File: src/rtl/sram_arb_pkg.sv
// Package: shared client identities and helpers for the phase arbiter.
// Assumes clients are numbered in the order of the slots they own.
package sram_arb_pkg;

    // Client index equals the phase that client owns.
    typedef enum int unsigned {
        CL_USB  = 0,
        CL_DISK = 1,
        CL_MCU  = 2
    } client_e;

    localparam int unsigned DEF_CLIENTS = 3;

    // True when a phase number is not owned by any client.
    function automatic bit phase_unowned(int unsigned ph, int unsigned nclients);
        return ph >= nclients;
    endfunction

endpackage

File: src/rtl/arb_phase_seq.sv
// Module: free-running phase counter.
// Counts 0..NUM_PHASES-1 and wraps; one phase per clock.
// Assumes NUM_PHASES >= 2.
module arb_phase_seq #(
    parameter int unsigned NUM_PHASES = 4,
    parameter int unsigned PH_W       = 2
) (
    input  logic            clk,
    input  logic            rst_n,
    output logic [PH_W-1:0] phase
);

    localparam logic [PH_W-1:0] LAST = PH_W'(NUM_PHASES - 1);

    // Advance the phase each cycle, wrapping at the last slot.
    always_ff @(posedge clk) begin
        if (!rst_n)             phase <= '0;
        else if (phase == LAST) phase <= '0;
        else                    phase <= phase + 1'b1;
    end

endmodule

File: src/rtl/arb_client_slot.sv
// Module: one client's staging latch and read-return latch.
// Captures a request while idle, frees it in the granted phase, and loads
// the SRAM word one cycle after a read grant.
// Assumes the SRAM returns read data exactly one cycle after enable.
module arb_client_slot #(
    parameter int unsigned ADDR_W = 9,
    parameter int unsigned DATA_W = 32
) (
    input  logic              clk,
    input  logic              rst_n,
    input  logic              grant,
    input  logic              req,
    input  logic              we,
    input  logic [ADDR_W-1:0] addr,
    input  logic [DATA_W-1:0] wdata,
    input  logic [DATA_W-1:0] mem_rdata,
    output logic              busy,
    output logic              lat_we,
    output logic [ADDR_W-1:0] lat_addr,
    output logic [DATA_W-1:0] lat_wdata,
    output logic [DATA_W-1:0] rdata,
    output logic              rvalid
);

    logic rd_wait;

    // Hold a posted access until its slot; requests while busy are dropped.
    always_ff @(posedge clk) begin
        if (!rst_n) begin
            busy      <= 1'b0;
            lat_we    <= 1'b0;
            lat_addr  <= '0;
            lat_wdata <= '0;
        end else if (busy && grant) begin
            busy      <= 1'b0;
        end else if (req && !busy) begin
            busy      <= 1'b1;
            lat_we    <= we;
            lat_addr  <= addr;
            lat_wdata <= wdata;
        end
    end

    // Mark a read whose data arrives from the SRAM in the next cycle.
    always_ff @(posedge clk) begin
        if (!rst_n) rd_wait <= 1'b0;
        else        rd_wait <= busy && grant && !lat_we;
    end

    // Load the read latch and pulse valid once.
    always_ff @(posedge clk) begin
        if (!rst_n) begin
            rvalid <= 1'b0;
            rdata  <= '0;
        end else begin
            rvalid <= rd_wait;
            if (rd_wait) rdata <= mem_rdata;
        end
    end

endmodule

File: src/rtl/arb_grant_mux.sv
// Module: steers the owning client's latch onto the SRAM port.
// Purely combinational; drives nothing in unowned or empty phases.
// Assumes NUM_CLIENTS <= NUM_PHASES.
module arb_grant_mux #(
    parameter int unsigned NUM_CLIENTS = 3,
    parameter int unsigned ADDR_W      = 9,
    parameter int unsigned DATA_W      = 32,
    parameter int unsigned PH_W        = 2
) (
    input  logic [PH_W-1:0]                    phase,
    input  logic [NUM_CLIENTS-1:0]             busy,
    input  logic [NUM_CLIENTS-1:0]             lat_we,
    input  logic [NUM_CLIENTS-1:0][ADDR_W-1:0] lat_addr,
    input  logic [NUM_CLIENTS-1:0][DATA_W-1:0] lat_wdata,
    output logic                               mem_en,
    output logic                               mem_we,
    output logic [ADDR_W-1:0]                  mem_addr,
    output logic [DATA_W-1:0]                  mem_wdata
);

    // Select the slot owner's pending access, if any.
    always_comb begin
        mem_en    = 1'b0;
        mem_we    = 1'b0;
        mem_addr  = '0;
        mem_wdata = '0;
        for (int i = 0; i < NUM_CLIENTS; i++) begin
            if (busy[i] && (int'(phase) == i)) begin
                mem_en    = 1'b1;
                mem_we    = lat_we[i];
                mem_addr  = lat_addr[i];
                mem_wdata = lat_wdata[i];
            end
        end
    end

endmodule

File: src/rtl/sram_phase_arbiter.sv
// Module: time-slot arbiter sharing one single-port SRAM among clients.
// Phase p of a fixed rotation belongs to client p; phases beyond the client
// count stay idle. Each client posts into its own latch outside its slot.
// Assumes a synchronous SRAM with one-cycle read latency.
module sram_phase_arbiter #(
    parameter int unsigned NUM_CLIENTS = sram_arb_pkg::DEF_CLIENTS,
    parameter int unsigned NUM_PHASES  = 4,
    parameter int unsigned ADDR_W      = 9,
    parameter int unsigned DATA_W      = 32,
    localparam int unsigned PH_W       = (NUM_PHASES > 1) ? $clog2(NUM_PHASES) : 1
) (
    input  logic                               clk,
    input  logic                               rst_n,
    input  logic [NUM_CLIENTS-1:0]             cl_req,
    input  logic [NUM_CLIENTS-1:0]             cl_we,
    input  logic [NUM_CLIENTS-1:0][ADDR_W-1:0] cl_addr,
    input  logic [NUM_CLIENTS-1:0][DATA_W-1:0] cl_wdata,
    output logic [NUM_CLIENTS-1:0]             cl_busy,
    output logic [NUM_CLIENTS-1:0]             cl_rvalid,
    output logic [NUM_CLIENTS-1:0][DATA_W-1:0] cl_rdata,
    output logic [PH_W-1:0]                    phase,
    output logic                               mem_en,
    output logic                               mem_we,
    output logic [ADDR_W-1:0]                  mem_addr,
    output logic [DATA_W-1:0]                  mem_wdata,
    input  logic [DATA_W-1:0]                  mem_rdata
);

    logic [NUM_CLIENTS-1:0]             lat_we;
    logic [NUM_CLIENTS-1:0][ADDR_W-1:0] lat_addr;
    logic [NUM_CLIENTS-1:0][DATA_W-1:0] lat_wdata;

    arb_phase_seq #(
        .NUM_PHASES (NUM_PHASES),
        .PH_W       (PH_W)
    ) u_seq (
        .clk   (clk),
        .rst_n (rst_n),
        .phase (phase)
    );

    for (genvar g = 0; g < NUM_CLIENTS; g++) begin : g_slot
        arb_client_slot #(
            .ADDR_W (ADDR_W),
            .DATA_W (DATA_W)
        ) u_slot (
            .clk       (clk),
            .rst_n     (rst_n),
            .grant     (phase == PH_W'(g)),
            .req       (cl_req[g]),
            .we        (cl_we[g]),
            .addr      (cl_addr[g]),
            .wdata     (cl_wdata[g]),
            .mem_rdata (mem_rdata),
            .busy      (cl_busy[g]),
            .lat_we    (lat_we[g]),
            .lat_addr  (lat_addr[g]),
            .lat_wdata (lat_wdata[g]),
            .rdata     (cl_rdata[g]),
            .rvalid    (cl_rvalid[g])
        );
    end

    arb_grant_mux #(
        .NUM_CLIENTS (NUM_CLIENTS),
        .ADDR_W      (ADDR_W),
        .DATA_W      (DATA_W),
        .PH_W        (PH_W)
    ) u_mux (
        .phase     (phase),
        .busy      (cl_busy),
        .lat_we    (lat_we),
        .lat_addr  (lat_addr),
        .lat_wdata (lat_wdata),
        .mem_en    (mem_en),
        .mem_we    (mem_we),
        .mem_addr  (mem_addr),
        .mem_wdata (mem_wdata)
    );

endmodule

File: config.mk
export PLATFORM = sky130hd
export DESIGN_NAME = sram_phase_arbiter
export DESIGN_NICKNAME = d
export VERILOG_FILES = /design/src/rtl/sram_arb_pkg.sv /design/src/rtl/arb_phase_seq.sv /design/src/rtl/arb_client_slot.sv /design/src/rtl/arb_grant_mux.sv /design/src/rtl/sram_phase_arbiter.sv
export SDC_FILE = /design/constraint.sdc
export NUM_CORES = 1
export LEC_CHECK = 0
export ABC_AREA = 1
export BUFFER_PORTS_ARGS = -buffer_cell sky130_fd_sc_hd__buf_2
export CAP_MARGIN = 10
export CORE_ASPECT_RATIO = 0.6
export CORE_UTILIZATION = 37
export DETAILED_ROUTE_END_ITERATION = 16
export HOLD_SLACK_MARGIN = 0.1
export PLACE_DENSITY_LB_ADDON = 0.08
export RECOVER_POWER = 100
export SYNTH_ARGS = -nofsm -noshare
export SYNTH_HDL_FRONTEND = slang
export SYNTH_SLANG_ARGS = --single-unit
export TNS_END_PERCENT = 20
File: constraint.sdc
create_clock -name clk -period 3.1 [get_ports clk]
set_clock_uncertainty 0.2 [all_clocks]
set_input_delay 0.62 -clock clk [delete_from_list [all_inputs] [get_ports clk]]
set_output_delay 0.62 -clock clk [all_outputs]
set_load 0.005 [all_outputs]
# Word level (Yosys, flattened, before mapping)

Index checks and enable logic that the tools add are counted.
W data, S select, Z words.

Bits in registers: 233
Bits of input ports: 163
Output and inout bits: 147
Word-level logic and storage cells: 71

Add/sub/neg operators: 1
Equality and inequality tests: 5
Mux-type cells: 12
Bitwise logic cells: 4
Reduce and logical (&&, ||, !) cells: 27

Operator list:

| cell                  | count |
|---|---|
| $mux W32              | 3 |
| $mux W9               | 3 |
| $logic_and A1 B1 Y1   | 12 |
| $eq A2 B2 Y1 const B  | 4 |
| $reduce_or A2 Y1      | 4 |
| $logic_not A1 Y1      | 6 |
| $mux W1               | 6 |
| $reduce_and A2 Y1     | 3 |
| $logic_not A2 Y1      | 2 |
| $not A1 Y1            | 4 |
| $add A2 B1 Y2 const B | 1 |
| $eq A2 B1 Y1 const B  | 1 |

# Depth between registers and ports, before layout

Depth in word-level cells: 5
Gate-level depth with buffers: 8
Mapped depth without buffers: 6

# Cells and area by module

From an unflattened synthesis, not the netlist that was laid out.

Cells, all modules: 1485
Area, all modules: 10323.7 sq um

Modules (own cells, without submodules):

| module             | times used | cells each | area each (sq um) |
|---|---|---|---|
| arb_client_slot    | 3          | 420        | 2986.6 |
| arb_grant_mux      | 1          | 212        | 1273.7 |
| arb_phase_seq      | 1          | 8          | 71.3 |
| sram_phase_arbiter | 1          | 5          | 18.8 |

# Worst setup path before layout

Ideal clock, no wire load.

Path type: reg-to-output
Start point: register u_seq.phase[1]
End point: output port mem_addr[0]
Data arrival time: 1.177 ns
Required time: 2.280 ns
Path slack: 1.103 ns
Cell stages (with the launch flop): 9
Buffers on the path: 2
Cell sequence: dfxtp_1 -> inv_1 -> ha_1 -> buf_2 -> nand2_2 -> buf_4 -> nand2_1 -> nand3_1 -> nand2_1

Word-level cells in the longest chain between the ends: 5
Elaborated cells on any way between the ends: 9

Ends and longest elaborated chain:

| element                | RTL line                 | source |
|---|---|---|
| start, declared        | arb_phase_seq.sv:10      | `output logic [PH_W-1:0] phase` |
| start signal, assigned | arb_phase_seq.sv:19      | `else phase <= phase + 1'b1;` |
| $logic_not A2 Y1       | arb_grant_mux.sv:28      | `if (busy[i] && (int'(phase) == i)) begin` |
| $logic_and A1 B1 Y1    | arb_grant_mux.sv:28      |  |
| $mux W9 (2 in series)  | arb_grant_mux.sv:28      |  |
| $mux W9 *              | arb_grant_mux.sv:28      |  |
| end, declared          | sram_phase_arbiter.sv:24 | `output logic [ADDR_W-1:0] mem_addr,` |

Every way passes the cells marked *; elsewhere a longest branch is shown, timed or not.

# Worst setup path after layout

Start point: register u_seq.phase[0]
End point: output port mem_wdata[14]

Word-level cells in the longest chain between the ends: 5
Elaborated cells on any way between the ends: 9

Ends and longest elaborated chain:

| element                | RTL line                 | source |
|---|---|---|
| $logic_not A2 Y1       | arb_grant_mux.sv:28      |  |
| $logic_and A1 B1 Y1    | arb_grant_mux.sv:28      |  |
| $mux W32 (2 in series) | arb_grant_mux.sv:28      |  |
| $mux W32 *             | arb_grant_mux.sv:28      |  |
| end, declared          | sram_phase_arbiter.sv:25 | `output logic [DATA_W-1:0] mem_wdata,` |

Marked as above.

==> metrics <==
Filler cells 2724; flop2flop setup slack 0.33 ns; Tcrit/Tclk final between 90% and 100%; Hold Path Stages 3; first-pass GRT wire length 49470 um; Worst Path Required 2.28 ns; die area 26510 um2; Slew @ Worst Pin between 1.5 and 2 ns; clk_lat worst skew 0.53 ns; Fin. Hold Viols 0; total power 7445 uW; FMAX 0.3379 GHz; Core Rows 45; initial antenna violation count 5; H-tree Lvls 1; CTS clk-pin slew, worst paths 0.06 ns; port bufs 309; largest net degree at the start of global routing 77; worst hold path type in2reg; sequential fraction of the synthesis area 48.78%; final setup violation count 0; Hold Path Sink g_slot[1].u_slot.lat_wdata[21]; CP endpoint kind output port; area growth from synthesis to layout 23.89%; Hold Startpoint cl_wdata[53]; syn_nets 1506; TritonRoute pass-1 iters 4; Initial Util 37.74%; Final ANT Viol Nets 0; Distinct cells, synth 22; Final HPWL DP 20820 um; startpoint types register; crit path kind reg2out; gr ovfl total 0; Seq cells post-synth 233; die width ~210 um; Syn Inst Count 1339; Die H 126.5 um; vias in the first global route a little under 9000; RSZ-0062 raised after global routing false; Post CTS Setup Buffer Count 0; Avg Cell Area, Syn 7.141 um2; share of cells above drive strength 1 18.00%; pins over their slew limit 35; Slew HR -14.23%; DR vias around 9400; Cell Count, Final, Fillers Out 1943; post-DR wirelength/cell 16.17 um; violated checks capacitance limit, slew limit; R2R depth 6; area of the multi-input gates 4060 um2; reg2reg start g_slot[1].u_slot.busy; Max Cap Viol 1; Root Driver clkbuf_16; peak supply drop 447.1 uV; Worst Path Arrival around 2.1 ns; status finished, violations left; Reg-to-Reg End g_slot[1].u_slot.lat_wdata[25]; area of the mapped netlist 9562 um2; CP max FO 45; register area 4667 um2; Leakage 0.005693 uW; clk sink count 233; Max clock buf depth 3; total track usage between 20% and 30%; CTS tree built; Placeable Area roughly 25000 um2; cts bufs inserted 25; Min Clock Period, post-route 2.959 ns; routability congestion estimate 0.7971; num ports a little over 300; # DRC 0; Sum Neg Setup Slack 0 ns; Post-layout nets 1759; Final Util 46.76%; Syn. warnings 0; Power Density 628.4 nW/um2; final wirelength 31420 um; vias per inst 4.861; Starting DRT DRC Count 645; Post-Place Cells about 1900
kinds of logic (layout without fill, tap and decap cells):
kind of cell    after synthesis  in the layout  synth area share (%)
compound gates              225            225                 11.78
simple gates                714            714                 30.24
flops                       233            233                 48.78
buf+inv                     163            435                 8.676
fa+ha+maj                     4              4                0.5234
other cells                   0              3                     0
critical path, stage by stage (launching register included):
cell	delay [ns]
dfxtp_1	0.41
inv_1	0.11
ha_1	0.22
nand2_2	0.10
buf_6	0.35
nand3_1	0.19
nand2_1	0.10
buf_2	0.11
worst max-delay path by stage:
stage / slack [ns] / end / from / cells past startpoint
6_report: 0.14 / mem_wdata[14] / u_seq.phase[0] / 7
3_3_place_gp: 0.62 / mem_wdata[22] / u_seq.phase[0] / 7
2_1_floorplan: 1.10 / mem_addr[0] / u_seq.phase[1] / 8
3_5_place_dp: 0.60 / mem_wdata[22] / u_seq.phase[0] / 7
5_1_grt: 0.01 / mem_wdata[17] / u_seq.phase[0] / 7
4_1_cts: 0.03 / mem_wdata[22] / u_seq.phase[0] / 7
cells in the mapped netlist:
cell | number | area (um2)
nand2_8 | 2 | 40.04
nor3b_1 | 1 | 7.510
o21ai_0 | 211 | 1056
clkbuf_2 | 2 | 10.01
nand2_2 | 2 | 12.51
inv_6 | 1 | 8.760
inv_1 | 51 | 191.4
nand2_1 | 133 | 499.2
nand3_1 | 127 | 635.6
a21oi_1 | 3 | 15.01
o21ai_1 | 11 | 55.05
buf_4 | 13 | 97.59
buf_2 | 69 | 345.3
nor3_1 | 3 | 15.01
ha_1 | 4 | 50.05
clkbuf_1 | 12 | 45.04
nand2_4 | 1 | 11.26
dfxtp_1 | 233 | 4664
inv_2 | 3 | 11.26
inv_4 | 3 | 18.77
nor2_1 | 445 | 1670
buf_6 | 9 | 101.4
state kept, by name, summed over array words and instances, names as in the netlist:
signal and count:
u_seq.phase 2, g_slot.u_slot.lat_wdata 96, g_slot.u_slot.rd_wait 3, g_slot.u_slot.lat_we 3, g_slot.u_slot.busy 3, g_slot.u_slot.rdata 96
g_slot.u_slot.rvalid 3, g_slot.u_slot.lat_addr 27
report_power, final:
group	leakage [uW]	switching [uW]	internal, uW	total [uW]
registers	0.00191	119	3200	3320
clock network	0.000428	1250	1890	3140
logic	0.00335	632	354	985
total	0.00569	2000	5440	7440
metal layers:
layer	GRT usage, %	part of all wire [%]	vias to the layer above
met3	4.754	6.3	48
met2	34.47	41	252
met5	0	0.076	-
met4	5.067	1.8	4
met1	34.88	51	4372
li1	-	-	4769
cells in the final DEF, fill, tap and decap left out, types with 3 or more instances in the layout:
cell type	n
nor2_1	445
clkbuf_2	4
a21oi_1	3
o21ai_0	211
buf_4	10
inv_1	51
buf_2	216
o21ai_1	11
nor3_1	3
nand2_1	133
clkbuf_8	6
inv_2	3
nand2_2	3
dfxtp_1	231
nand3_1	127
clkbuf_1	102
clkbuf_16	25
bufinv_16	3
diode_2	3
clkinv_2	4
layout make-up:
class                           count  share of cell area, %
Antenna cell                        3                0.06337
Tap cell                          329                  3.475
Timing Repair Buffer              331                  13.55
Multi-Input combinational cell    943                  34.27
Clock inverter                      9                  1.141
Inverter                           58                  1.933
Clock buffer                       37                  6.168
Sequential cell                   233                  39.40
through the flow:
step                      instance area [um2]  hold WS [ns]  setup WS [ns]
after floorplan                          9562        0.2240          1.103
after global placement                  11150        0.2602         0.6170
after detailed placement                11150        0.2635         0.5967
after CTS                               12030        0.1027        0.03242
after global routing                    11840        0.1270        0.01265
final                                   11850        0.1249         0.1406
repair_timing:
| action | in CTS | in global routing |
|---|---|---|
| resized for setup | 0 | 4 |
| setup endpoints to repair | 0 | 42 |
| hold endpoints to repair | 1 | 0 |
| hold buffers | 1 | 0 |
Note: power is estimated with default switching activity, not from simulation.
